$ cat config.mk
export PLATFORM = sky130hd
export DESIGN_NAME = sd_bin_adder
export DESIGN_NICKNAME = d
export VERILOG_FILES = /design/src/rtl/sdadd_pkg.sv /design/src/rtl/sd_digit_split.sv /design/src/rtl/sd_digit_merge.sv /design/src/rtl/sd_bin_adder.sv
export SDC_FILE = /design/constraint.sdc
export NUM_CORES = 1
export LEC_CHECK = 0
export ABC_AREA = 1
export BUFFER_PORTS_ARGS = -buffer_cell sky130_fd_sc_hd__buf_2
export CAP_MARGIN = 20
export CORE_AREA = 2 2 39 41
export CTS_CLUSTER_DIAMETER = 80
export DETAILED_ROUTE_END_ITERATION = 10
export DIE_AREA = 0 0 41 43
export SLEW_MARGIN = 20
export SYNTH_ARGS = -nofsm -noshare
export SYNTH_HDL_FRONTEND = slang
export SYNTH_SLANG_ARGS = --single-unit
$ cat constraint.sdc
create_clock -name clk -period 2.2 [get_ports clk]
set_input_delay 0.66 -clock clk [delete_from_list [all_inputs] [get_ports clk]]
set_output_delay 0.66 -clock clk [all_outputs]
set_load 0.02 [all_outputs]
$ cat src/rtl/sdadd_pkg.sv
package sdadd_pkg;
    typedef logic [1:0] sd_code_t;
    localparam sd_code_t SD_ZERO = 2'b00;
    localparam sd_code_t SD_NEG  = 2'b01;
    localparam sd_code_t SD_POS  = 2'b10;
    localparam sd_code_t SD_BAD  = 2'b11;

    function automatic int sd_code_val(input sd_code_t c);
        case (c)
            SD_POS:  return 1;
            SD_NEG:  return -1;
            default: return 0;
        endcase
    endfunction
endpackage

$ cat src/rtl/sd_digit_split.sv
module sd_digit_split
    import sdadd_pkg::*;
(
    input  sd_code_t sd_code,
    input  logic     bin_bit,
    output logic     carry_bit,
    output sd_code_t prim_code,
    output logic     illegal
);
    logic is_pos;
    logic is_neg;

    always_comb begin
        is_pos    = (sd_code == SD_POS);
        is_neg    = (sd_code == SD_NEG);
        illegal   = (sd_code == SD_BAD);
        carry_bit = is_pos | (~is_pos & ~is_neg & bin_bit);
        prim_code = ((is_pos | is_neg) ^ bin_bit) ? SD_NEG : SD_ZERO;
    end

    always_comb begin
        AST_DIGIT_BALANCE: assert (2 * int'(carry_bit) + sd_code_val(prim_code)
                                   == sd_code_val(sd_code) + int'(bin_bit));
    end
endmodule

$ cat src/rtl/sd_digit_merge.sv
module sd_digit_merge
    import sdadd_pkg::*;
(
    input  logic     carry_in,
    input  sd_code_t prim_code,
    output sd_code_t sum_code
);
    logic prim_neg;

    always_comb begin
        prim_neg = (prim_code == SD_NEG);
        if (carry_in && !prim_neg)
            sum_code = SD_POS;
        else if (!carry_in && prim_neg)
            sum_code = SD_NEG;
        else
            sum_code = SD_ZERO;
    end

    always_comb begin
        AST_MERGE_LEGAL: assert (sum_code != SD_BAD);
    end
endmodule

$ cat src/rtl/sd_bin_adder.sv
module sd_bin_adder
    import sdadd_pkg::*;
#(
    parameter int N = 3
) (
    input  logic             clk,
    input  logic             rst_n,
    input  logic [2*N-1:0]   sd_a,
    input  logic [N-1:0]     bin_b,
    output logic [2*N+1:0]   sum_q,
    output logic             code_err_q
);
    localparam int OUT_DIGITS = N + 1;
    localparam int OUT_W      = 2 * OUT_DIGITS;

    typedef struct packed {
        logic [OUT_W-1:0] sum;
        logic             err;
    } state_t;

    state_t state_d, state_q;

    logic [N-1:0]     carry_vec;
    logic [2*N-1:0]   prim_vec;
    logic [N-1:0]     illegal_vec;
    logic [OUT_W-1:0] merged_vec;

    for (genvar i = 0; i < N; i++) begin : g_split
        sd_digit_split u_split (
            .sd_code   (sd_a[2*i +: 2]),
            .bin_bit   (bin_b[i]),
            .carry_bit (carry_vec[i]),
            .prim_code (prim_vec[2*i +: 2]),
            .illegal   (illegal_vec[i])
        );
    end

    for (genvar i = 0; i < OUT_DIGITS; i++) begin : g_merge
        logic     cin;
        sd_code_t prim;
        if (i == 0) begin : g_low
            assign cin = 1'b0;
        end else begin : g_mid
            assign cin = carry_vec[i-1];
        end
        if (i == N) begin : g_top
            assign prim = SD_ZERO;
        end else begin : g_body
            assign prim = prim_vec[2*i +: 2];
        end
        sd_digit_merge u_merge (
            .carry_in  (cin),
            .prim_code (prim),
            .sum_code  (merged_vec[2*i +: 2])
        );
    end

    always_comb begin
        state_d     = state_q;
        state_d.sum = merged_vec;
        state_d.err = |illegal_vec;
    end

    always_ff @(posedge clk) begin
        if (!rst_n)
            state_q <= '0;
        else
            state_q <= state_d;
    end

    assign sum_q      = state_q.sum;
    assign code_err_q = state_q.err;

    function automatic int digits_value(input logic [OUT_W-1:0] v);
        int acc = 0;
        for (int k = OUT_DIGITS - 1; k >= 0; k--)
            acc = 2 * acc + sd_code_val(v[2*k +: 2]);
        return acc;
    endfunction

    function automatic int bad_digits(input logic [OUT_W-1:0] v);
        int cnt = 0;
        for (int k = 0; k < OUT_DIGITS; k++)
            if (v[2*k +: 2] == SD_BAD) cnt++;
        return cnt;
    endfunction

    int in_value;
    always_comb begin
        in_value = digits_value({2'b00, sd_a}) + int'(bin_b);
    end

    AST_SUM_EXACT: assert property (@(posedge clk) disable iff (!rst_n)
        rst_n |=> (digits_value(sum_q) == $past(in_value)));

    AST_ERR_TRACKS: assert property (@(posedge clk) disable iff (!rst_n)
        rst_n |=> (code_err_q == $past(|illegal_vec)));

    AST_TOP_NONNEG: assert property (@(posedge clk) disable iff (!rst_n)
        sum_q[OUT_W-1 -: 2] != SD_NEG);

    AST_LOW_NOPOS: assert property (@(posedge clk) disable iff (!rst_n)
        sum_q[1:0] != SD_POS);

    AST_OUT_LEGAL: assert property (@(posedge clk) disable iff (!rst_n)
        bad_digits(sum_q) == 0);

    AST_RESET_CLEAR: assert property (@(posedge clk)
        !rst_n |=> (sum_q == '0 && !code_err_q));
endmodule

# Word-level counts from Yosys, hierarchy flattened
# Index checks and enable logic that the tools add are counted.
classes:
  eq_ne: 12
  mux: 9
  bitwise_logic: 22
  reduce_logical: 11
op_table:
  columns: ["cell", "count"]
  rows:
  - ["$eq A2 B2 Y1 const B", 6]
  - ["$not A1 Y1", 7]
  - ["$and A1 B1 Y1", 6]
  - ["$eq A2 B1 Y1 const B", 3]
  - ["$mux W1", 6]
  - ["$mux W2", 3]
  - ["$or A1 B1 Y1", 6]
  - ["$logic_and A1 B1 Y1", 4]
  - ["$logic_not A1 Y1", 4]
  - ["$reduce_or A2 Y1", 2]
  - ["$eq A1 B1 Y1 const B", 3]
  - ["$reduce_or A3 Y1", 1]
  - ["$xor A1 B1 Y1", 3]
totals:
  reg_bits: 9
  in_bits: 11
  elab_cells: 58

# Depth between registers and ports, before layout
# Gate-level depths: netlist (run 1).
depth:
  word_depth: 9
  depth_mapped: 4
  mapped_depth_nobuf: 4

# Cells and area by module
# From an unflattened synthesis (run 1), not the netlist that was laid out.
unflattened:
  hier_cells: 72
  area_unflattened_um2: 520.5
by_module_without_submodules:
  columns: ["mod", "instances", "cells_each", "area_per_inst_um2"]
  rows:
  - ["sd_bin_adder", 1, 31, 275.3]
  - ["sd_digit_split", 3, 7, 55.1]
  - ["sd_digit_merge", 4, 5, 20.0]

# Least setup slack after synthesis (run 1)
# OpenSTA, ideal clock, no wires.
synth_timing:
  kind: "input -> register"
  from: "in sd_a[2]"
  to: "reg state_q, in the netlist sum_q[3]"
  setup_time_ns: 0.062
  t_arrival_ns: 1.379
  slack_ns: 0.760
  cell_stages: 4
  path_buffers: 0
  path_cell_list: "inv_1 -> fa_1 -> nand2_1 -> nor2_2"
synth_between:
  elab_chain_len: 8
  word_cells_on_any_way: 9
  classes_between: "3 x eq/ne; 2 x mux; 2 x bitwise; 2 x reduce/logical"
synth_lines:
  columns: ["item", "line", "rtl"]
  rows:
  - ["start: declaration", "sd_bin_adder.sv:8", "input logic [2*N-1:0] sd_a,"]
  - ["$eq A2 B2 Y1 / $eq A2 B1 Y1 (equally long branches)", null, null]
  - ["$or A1 B1 Y1 *", "sd_digit_split.sv:18", "prim_code = ((is_pos | is_neg) ^ bin_bit) ? SD_NEG : SD_ZERO;"]
  - ["$xor A1 B1 Y1 *", "sd_digit_split.sv:18", null]
  - ["$mux W1 *", "sd_digit_split.sv:18", null]
  - ["$eq A1 B1 Y1 *", "sd_digit_merge.sv:11", "prim_neg = (prim_code == SD_NEG);"]
  - ["$logic_not A1 Y1 *", "sd_digit_merge.sv:12", "if (carry_in && !prim_neg)"]
  - ["$logic_and A1 B1 Y1 *", "sd_digit_merge.sv:12", null]
  - ["$mux W2 *", "sd_digit_merge.sv:12", null]
  - ["end signal: assignment", "sd_bin_adder.sv:68", "state_q <= state_d;"]
  - ["end: declaration", "sd_bin_adder.sv:21", "state_t state_d, state_q;"]
# Mark *: on every way between the ends. The rest lies on a longest branch, timed or not.
# A chain may end at the register's enable or synchronous reset.

# Worst setup path in the final report (run 1)
layout_timing:
  from: "reg state_q, in the netlist sum_q[3]"
  to: "out sum_q[3]"
layout_rtl:
  columns: ["item", "line", "rtl"]
  rows:
  - ["end: declaration", "sd_bin_adder.sv:10", "output logic [2*N+1:0] sum_q,"]
# No word-level cell between the ends.

==> results of run 1 <==
[registers in the layout (all words and copies together) (netlist names)]
| name | flops |
|---|---|
| code_err_q | 1 |
| sum_q | 6 |
[cells in the final DEF (no fill, tap or decap)]
| cell | n |
|---|---|
| clkbuf_1 | 1 |
| inv_1 | 5 |
| dfxtp_1 | 7 |
| nor2_1 | 5 |
| ha_1 | 3 |
| a21oi_2 | 1 |
| nor2_2 | 1 |
| inv_2 | 1 |
| nand2_1 | 3 |
| fa_1 | 3 |
| clkbuf_4 | 3 |
| conb_1 | 2 |
| nor3_2 | 1 |
| buf_2 | 17 |
[worst paths after layout]
check | start | to
setup / recovery | sum_q[3]$_SDFF_PN0_ | sum_q[3]
hold / removal | rst_n | sum_q[5]$_SDFF_PN0_
[power breakdown]
group          total, mW  switching, mW  internal [mW]
Clock              0.114         0.0452         0.0691
Combinational     0.0646         0.0395         0.0251
Sequential         0.139        0.00193          0.137
[cell type report]
class                   instances  area (µm²)  share of cell area, %
clock buffers                   4        26.3                   5.79
inverters                       6        22.5                   4.96
multi-input cells              19         160                   35.3
flip-flops and latches          7         140                   30.9
well taps                      16        20.0                   4.41
repair buffers                 17        85.1                   18.7
[cells by family (layout without fill, tap and decap cells)]
family	Yosys count	after routing	synth area share [%]
simple gates	10	10	13.9
fa+ha+maj	6	6	29.2
flops	7	7	41.9
buf+inv	8	27	11.2
other cells	1	2	1.12
compound gates	1	1	2.62
[routing by layer]
metal	global-route usage (%)	routed length [µm]	up-vias
met5	0	0	-
met2	14.4	290	16
met1	5.59	165	114
met3	6.28	83	2
li1	-	-	129
met4	10.0	18	0
==> reports/results.tsv, run 1 <==
stage	metric	value	unit
critical_path	CP Cell Sequence	buf_2	
critical_path	Buf/Inv on CP	1	
run	Max-cap violations	0	
logic_synthesis	Synth Register Bits	7	
critical_path	type of origin of the critical path	register	
cts	H-tree depth	1	
logic_synthesis	sequential share of the synthesized area	41.9	%
cts	clock sinks	7	
logic_synthesis	post-synth top area share	41.9	%
timing	Worst Slack Setup Final	0.832	ns
layout	n_diodes	0	
cts	CTS tree	built	
logic_synthesis	leading area contributor after synthesis	dfxtp_1	
timing	Max Fclk	731	MHz
timing	setup TNS	0	ns
pwr	Pleak	0.249	nW
critical_path	slowest CP cell	dfxtp_1	
grt	global-route wire length before repair	917	µm
cts	Clock Tree Buf Depth	2	
floorplan	Core Footprint	0.00138	mm²
route	Routed WL	558	µm
logic_synthesis	Synth area leaders	dfxtp_1, fa_1, ha_1, inv_1, nor2_1	
timing	RSZ-0062 raised after global routing	false	
route	antenna-violating nets left	0	
cts	Hold Buf Count CTS	0	
critical_path	family with the most delay on the worst path	flip-flops	
status	status	finished, final reports clean	
logic_synthesis	number of synthesized flops with an enable pin	0	
critical_path	Arr. time, crit path	0.71	ns
pwr	maximum vdd drop	0.146	mV
grt	pin count of the biggest net entering global routing	6	
logic_synthesis	Top FF cell, synth	dfxtp_1	
timing	hold slack final	0.659	ns
floorplan	Chip Width	41	µm
route	number of remaining DRC errors	0	
layout	Final #Nets	71	
route	DRT Pass-1 Iters	4	
critical_path	Crit path depth	1	
worst_hold_path	HP Class	in2reg	
layout	Final Util	32.8	%
route	via count	261	
route	1st-iter DRT viols	3	
floorplan	Initial Util	24.1	%
pwr	Power Total	318	µW
placed_design	placed insts	65	
cts	Post-CTS Setup Inserts	0	
critical_path	Worst Path Max Fanout	1	
critical_path	kind of critical path	reg2out	
floorplan	Chip Height	43	µm
layout	Area Overhead vs Synth	36.0	%
placed_design	Post-DP HPWL	495	µm
cts	cts repair resizes	0	
logic_synthesis	Synth cell types	12	
logic_synthesis	Cell Area, Synth	334	µm²
floorplan	Die ar.	0.00176	mm²
critical_path	crit-path max cell delay	0.30	ns
timing	Final Slew Violations	0	
grt	vias in the first global route	254	
logic_synthesis	FFs w/ async S/R, synth	0	%
cts	TritonCTS buffer count	3	
cts	Worst-path clk slew	0.05	ns
pwr	power per cell area	700	mW/mm²
timing	Final Hold Vio Count	0	
logic_synthesis	Yosys warnings	0	
logic_synthesis	Avg Synthesized Cell Area	10.1	µm²
critical_path	Setup crit end kind	output pin	
route	wire per inst	8.09	µm
logic_synthesis	Post-Syn Instances	33	
placed_design	IO Port Bufs	17	
placed_design	post-place setup slack	0.626	ns
timing	Tmin final	1.37	ns
route	via/cell ratio	3.78	
layout	number of fill cells	152	
placed_design	Post-Place Cell Area	428	µm²
placed_design	RePlAce Congestion	0.658	
cts	clk root buf	clkbuf_4	
layout	fraction of layout cells with a size suffix above 1	45.3	%
logic_synthesis	most frequent cell after synthesis	dfxtp_1	
grt	GRT Residual Overflow	0	
layout	Layout Cell Area excl Fill	454	µm²
worst_hold_path	hold path depth	3	
critical_path	Critical Path RT	1.54	ns
timing	Final Setup Violations	0	
grt	initial antenna violation count	0	
logic_synthesis	top post-synthesis cells by count	dfxtp_1, inv_1, nor2_1	
floorplan	IO Pins	20	
floorplan	row count	14	
grt	GR Util All Layers	9.10	%
layout	fin cells	69	
timing	Final Cycle Share	62.2	%
(Power assumes the default switching activity.)
==> run 2, diff against run 1 <==
--- a/config.mk
+++ b/config.mk
@@ -5,7 +5,7 @@
 export SDC_FILE = /design/constraint.sdc
 export NUM_CORES = 1
 export LEC_CHECK = 0
-export ABC_AREA = 1
+export ABC_AREA = 0
 export BUFFER_PORTS_ARGS = -buffer_cell sky130_fd_sc_hd__buf_2
 export CAP_MARGIN = 20
 export CORE_AREA = 2 2 39 41
==> constraint.sdc (replaced) <==
create_clock -name clk -period 1.2 [get_ports clk]
set_input_delay 0.36 -clock clk [delete_from_list [all_inputs] [get_ports clk]]
set_output_delay 0.36 -clock clk [all_outputs]
set_load 0.02 [all_outputs]
==> run 2 against run 1 <==
Critical path depth unchanged. Clock power up 79%. Non-clock buffer count up 4. Sequential share of layout area down 1.6 points. Cell count decreased by 2.9%. Via count fell by 5.7%. Combinational power rose by 84%. Sequential cell count stayed put. Setup slack worse by 0.68 ns. Cell area grew 5.5%. Synthesized area fell by 1.5%. Largest cell class unchanged. Sequential power up 83%.
==> reports/results.tsv, run 2 <==
stage	metric	value	unit
cts	Hold Buf Count CTS	0	
layout	most common cell after layout, fill and taps aside	buf_2	
timing	Final Cycle Share	87.7	%
logic_synthesis	top post-synthesis cells by count	dfxtp_1, inv_1, fa_1, ha_1	
logic_synthesis	leading area contributor after synthesis	dfxtp_1	
critical_path	Crit path depth	1	
critical_path	Setup crit end kind	output pin	
layout	max reg flops	6	
layout	Layout Cell Area excl Fill	479	µm²
pwr	Pleak	0.269	nW
cts	H-tree depth	1	
placed_design	Post-Place Cell Area	453	µm²
logic_synthesis	Top FF cell, synth	dfxtp_1	
grt	GRT Residual Overflow	0	
floorplan	Core Footprint	0.00138	mm²
timing	Final Setup Violations	0	
route	DRT Pass-1 Iters	1	
placed_design	RePlAce Congestion	0.520	
logic_synthesis	Yosys warnings	0	
cts	cts repair resizes	0	
critical_path	crit-path max cell delay	0.30	ns
floorplan	Initial Util	23.8	%
route	via/cell ratio	3.67	
placed_design	placed insts	63	
layout	Area Overhead vs Synth	45.6	%
critical_path	Critical path origin	code_err_q$_SDFF_PN0_	
placed_design	Post-DP HPWL	484	µm
floorplan	row count	14	
logic_synthesis	Avg Synthesized Cell Area	12.2	µm²
grt	vias in the first global route	247	
route	1st-iter DRT viols	0	
timing	Final Slew Violations	0	
critical_path	slowest CP cell	dfxtp_1	
floorplan	Die ar.	0.00176	mm²
logic_synthesis	Cell Area, Synth	329	µm²
worst_hold_path	HP Class	in2reg	
route	antenna-violating nets left	0	
layout	commonest cells after routing, fill and taps aside	buf_2, dfxtp_1, inv_1, buf_4	
logic_synthesis	number of synthesized flops with an enable pin	0	
timing	setup TNS	0	ns
grt	global-route wire length before repair	821	µm
floorplan	Chip Width	41	µm
route	wire per inst	7.72	µm
logic_synthesis	most frequent cell after synthesis	dfxtp_1	
worst_hold_path	hold path depth	2	
logic_synthesis	Synth Register Bits	7	
worst_hold_path	Worst Hold Path EP	code_err_q$_SDFF_PN0_	
pwr	sequential power share	44.0	%
timing	Final Hold Vio Count	0	
logic_synthesis	Synth area leaders	dfxtp_1, fa_1, ha_1, and3b_1, buf_4	
route	Routed WL	517	µm
critical_path	Buf/Inv on CP	1	
pwr	Comb pwr share	20.7	%
timing	Max Fclk	950	MHz
layout	number of fill cells	144	
logic_synthesis	Post-Syn Instances	27	
timing	RSZ-0062 raised after global routing	false	
layout	fraction of layout cells with a size suffix above 1	49.0	%
pwr	Switching Share	25.1	%
cts	CTS tree	built	
logic_synthesis	post-synth top area share	42.6	%
critical_path	type of origin of the critical path	register	
grt	GR Util All Layers	7.33	%
logic_synthesis	FFs w/ async S/R, synth	0	%
critical_path	family with the most delay on the worst path	flip-flops	
critical_path	Arr. time, crit path	0.69	ns
route	via count	246	
pwr	maximum vdd drop	0.261	mV
cts	clk root buf	clkbuf_4	
cts	Post-CTS Setup Inserts	0	
critical_path	Critical Path RT	0.84	ns
critical_path	kind of critical path	reg2out	
grt	pin count of the biggest net entering global routing	8	
cts	TritonCTS buffer count	3	
timing	Tmin final	1.05	ns
floorplan	Chip Height	43	µm
critical_path	Worst Path Max Fanout	1	
layout	n_diodes	0	
layout	fin cells	67	
layout	Final #Nets	69	
logic_synthesis	Synth cell types	11	
pwr	Int Pwr	432	µW
run	Max-cap violations	0	
pwr	Psw	145	µW
worst_hold_path	Worst Hold Launch	rst_n	
status	status	finished, final reports clean	
cts	Clock Tree Buf Depth	2	
layout	Final Util	34.6	%
placed_design	IO Port Bufs	17	
route	number of remaining DRC errors	0	
cts	Worst-path clk slew	0.05	ns
pwr	Clock power frac	35.3	%
cts	clock sinks	7	
grt	initial antenna violation count	0	
pwr	Power Total	577	µW
logic_synthesis	sequential share of the synthesized area	42.6	%
pwr	power per cell area	1200	mW/mm²
critical_path	CP Cell Sequence	buf_2	
floorplan	IO Pins	20	
## run 2: metrics by stage
| stage | setup slack, ns | hold slack, ns |
|---|---|---|
| final | 0.147 | 0.400 |
| after floorplan | 0.0192 | 0.488 |
| after global routing | 0.0817 | 0.406 |
| after global placement | -0.109 | 0.651 |
| after detailed placement | -0.113 | 0.656 |
| after CTS | 0.130 | 0.395 |
## run 2: final cells by class
class,instances,area [µm²],share of cell area [%]
Multi-Input combinational cell,15,163,33.9
Sequential cell,7,140,29.2
Timing Repair Buffer,21,115,24.0
Tap cell,16,20.0,4.18
Inverter,4,15.0,3.13
Clock buffer,4,26.3,5.48
## run 2: cell families after synthesis
kind of cell,count (synthesis),synth area share (%)
flops,7,42.6
other cells,1,1.14
buf+inv,6,9.12
compound gates,1,2.66
simple gates,6,14.8
fa+ha+maj,6,29.7
## run 2: power groups by stage
| stage | logic (mW) | clock network (mW) | registers, mW |
|---|---|---|---|
| finish | 0.119 | 0.204 | 0.254 |
| global route | 0.137 | 0.230 | 0.257 |
| CTS | 0.123 | 0.213 | 0.255 |
| detailed placement | 0.123 | 0 | 0.259 |
| global placement | 0.121 | 0 | 0.259 |
| floorplan | 0.0459 | 0 | 0.284 |
## run 2: worst max path at each step
stage,end,slack [ns]
2_1_floorplan,sum_q[3]$_SDFF_PN0_,0.02
3_3_place_gp,sum_q[3]$_SDFF_PN0_,-0.11
3_5_place_dp,sum_q[5]$_SDFF_PN0_,-0.11
4_1_cts,code_err_q,0.13
5_1_grt,sum_q[5],0.08
6_report,code_err_q,0.15
## run 2: layer usage
layer	track usage (%)	routed length, µm	vias to the layer above
met5	0	0	-
met4	10.0	0	0
met3	0.524	62	0
met2	12.5	296	13
met1	5.47	158	108
li1	-	-	125
==> run 3, diff against run 2 <==
--- a/config.mk
+++ b/config.mk
@@ -12,6 +12,7 @@
 export CTS_CLUSTER_DIAMETER = 80
 export DETAILED_ROUTE_END_ITERATION = 10
 export DIE_AREA = 0 0 41 43
+export RECOVER_POWER = 50
 export SLEW_MARGIN = 20
 export SYNTH_ARGS = -nofsm -noshare
 export SYNTH_HDL_FRONTEND = slang
==> run 3 against run 2 <==
Sequential share of layout area rose by 0.39 points. Via count is the same. Non-clock buffer count unchanged. Largest power group unchanged.
==> reports/results.tsv, run 3 (synthesis gave the netlist of run 2 again) <==
stage	metric	value	unit
placed_design	Post-DP HPWL	484	µm
critical_path	Setup crit end kind	output pin	
route	DRT Pass-1 Iters	1	
worst_hold_path	HP Class	in2reg	
cts	TritonCTS buffer count	3	
route	1st-iter DRT viols	0	
cts	cts repair resizes	0	
placed_design	post-place setup slack	-0.113	ns
timing	Tmin final	1.05	ns
grt	GRT Residual Overflow	0	
timing	setup TNS	0	ns
cts	clk root buf	clkbuf_4	
run	Max-cap violations	0	
route	Routed WL	522	µm
route	via count	246	
floorplan	Chip Height	43	µm
critical_path	crit-path max cell delay	0.30	ns
cts	Hold Buf Count CTS	0	
grt	vias in the first global route	247	
layout	n_diodes	0	
timing	Max Fclk	950	MHz
layout	Final Util	34.2	%
grt	initial antenna violation count	0	
route	wire per inst	7.79	µm
route	number of remaining DRC errors	0	
layout	most common cell after layout, fill and taps aside	buf_2	
timing	Final Hold Vio Count	0	
timing	Final Slew Violations	0	
critical_path	kind of critical path	reg2out	
timing	Final Setup Violations	0	
critical_path	Critical Path RT	0.84	ns
cts	Clock Tree Buf Depth	2	
pwr	Pleak	0.264	nW
grt	GR Util All Layers	7.33	%
layout	max reg flops	6	
critical_path	slowest CP cell	dfxtp_1	
status	status	finished, final reports clean	
timing	Final Cycle Share	87.7	%
floorplan	Chip Width	41	µm
floorplan	Initial Util	23.8	%
pwr	maximum vdd drop	0.249	mV
cts	clock sinks	7	
timing	RSZ-0062 raised after global routing	false	
route	antenna-violating nets left	0	
cts	Worst-path clk slew	0.05	ns
placed_design	IO Port Bufs	17	
critical_path	type of origin of the critical path	register	
placed_design	RePlAce Congestion	0.520	
layout	commonest cells after routing, fill and taps aside	buf_2, dfxtp_1, inv_1, clkbuf_4	
route	via/cell ratio	3.67	
floorplan	Die ar.	0.00176	mm²
critical_path	family with the most delay on the worst path	flip-flops	
layout	fraction of layout cells with a size suffix above 1	45.1	%
layout	Area Overhead vs Synth	43.7	%
timing	Worst Slack Setup Final	0.148	ns
critical_path	Worst Path Max Fanout	1	
floorplan	Core Footprint	0.00138	mm²
layout	Final #Nets	69	
critical_path	Arr. time, crit path	0.69	ns
cts	Post-CTS Setup Inserts	0	
grt	global-route wire length before repair	821	µm
grt	pin count of the biggest net entering global routing	8	
pwr	power per cell area	1210	mW/mm²
floorplan	IO Pins	20	
critical_path	Buf/Inv on CP	1	
critical_path	CP Cell Sequence	buf_2	
cts	H-tree depth	1	
cts	CTS tree	built	
floorplan	row count	14	
[run 3: cell count changes in the layout (fill, tap and decap cells not counted)]
cell      previous run  this run
clkbuf_4             3         4
nor3b_1              0         1
buf_4                4         3
clkbuf_1             1         2
buf_2               17        16
nor3b_2              1         0
[run 3: metal layers]
| metal | global-route usage [%] | share of wire (%) | up-vias |
|---|---|---|---|
| met5 | 0 | 0 | - |
| met4 | 10.0 | 0 | 0 |
| met3 | 0.524 | 12 | 0 |
| met2 | 12.5 | 57 | 13 |
| met1 | 5.47 | 31 | 108 |
| li1 | - | - | 125 |
[run 3: final cells by class]
class | count | area [µm²]
Timing Repair Buffer | 21 | 114
Inverter | 4 | 15.0
Tap cell | 16 | 20.0
Multi-Input combinational cell | 15 | 158
Fill cell | 146 | 911
Clock buffer | 4 | 26.3
Sequential cell | 7 | 140
[run 3: through the flow]
stage                     power (mW)  instance area [µm²]  std cells  hold WS, ns
after floorplan                0.330                  333         28        0.488
after global placement         0.380                  453         63        0.651
after detailed placement       0.382                  453         63        0.656
after CTS                      0.590                  479         67        0.395
after global routing           0.621                  473         67        0.407
final                          0.574                  473         67        0.401
[run 3: final timing paths]
path              depth (start not counted)                  start  slack (ns)                    end
hold / removal                            2                  rst_n        0.40  code_err_q$_SDFF_PN0_
setup / recovery                          1  code_err_q$_SDFF_PN0_        0.15             code_err_q
[run 3: power breakdown]
part / internal [mW] / total, mW / switching (mW)
logic: 0.0524 / 0.116 / 0.0636
clock network: 0.126 / 0.204 / 0.0773
registers: 0.251 / 0.254 / 0.00315
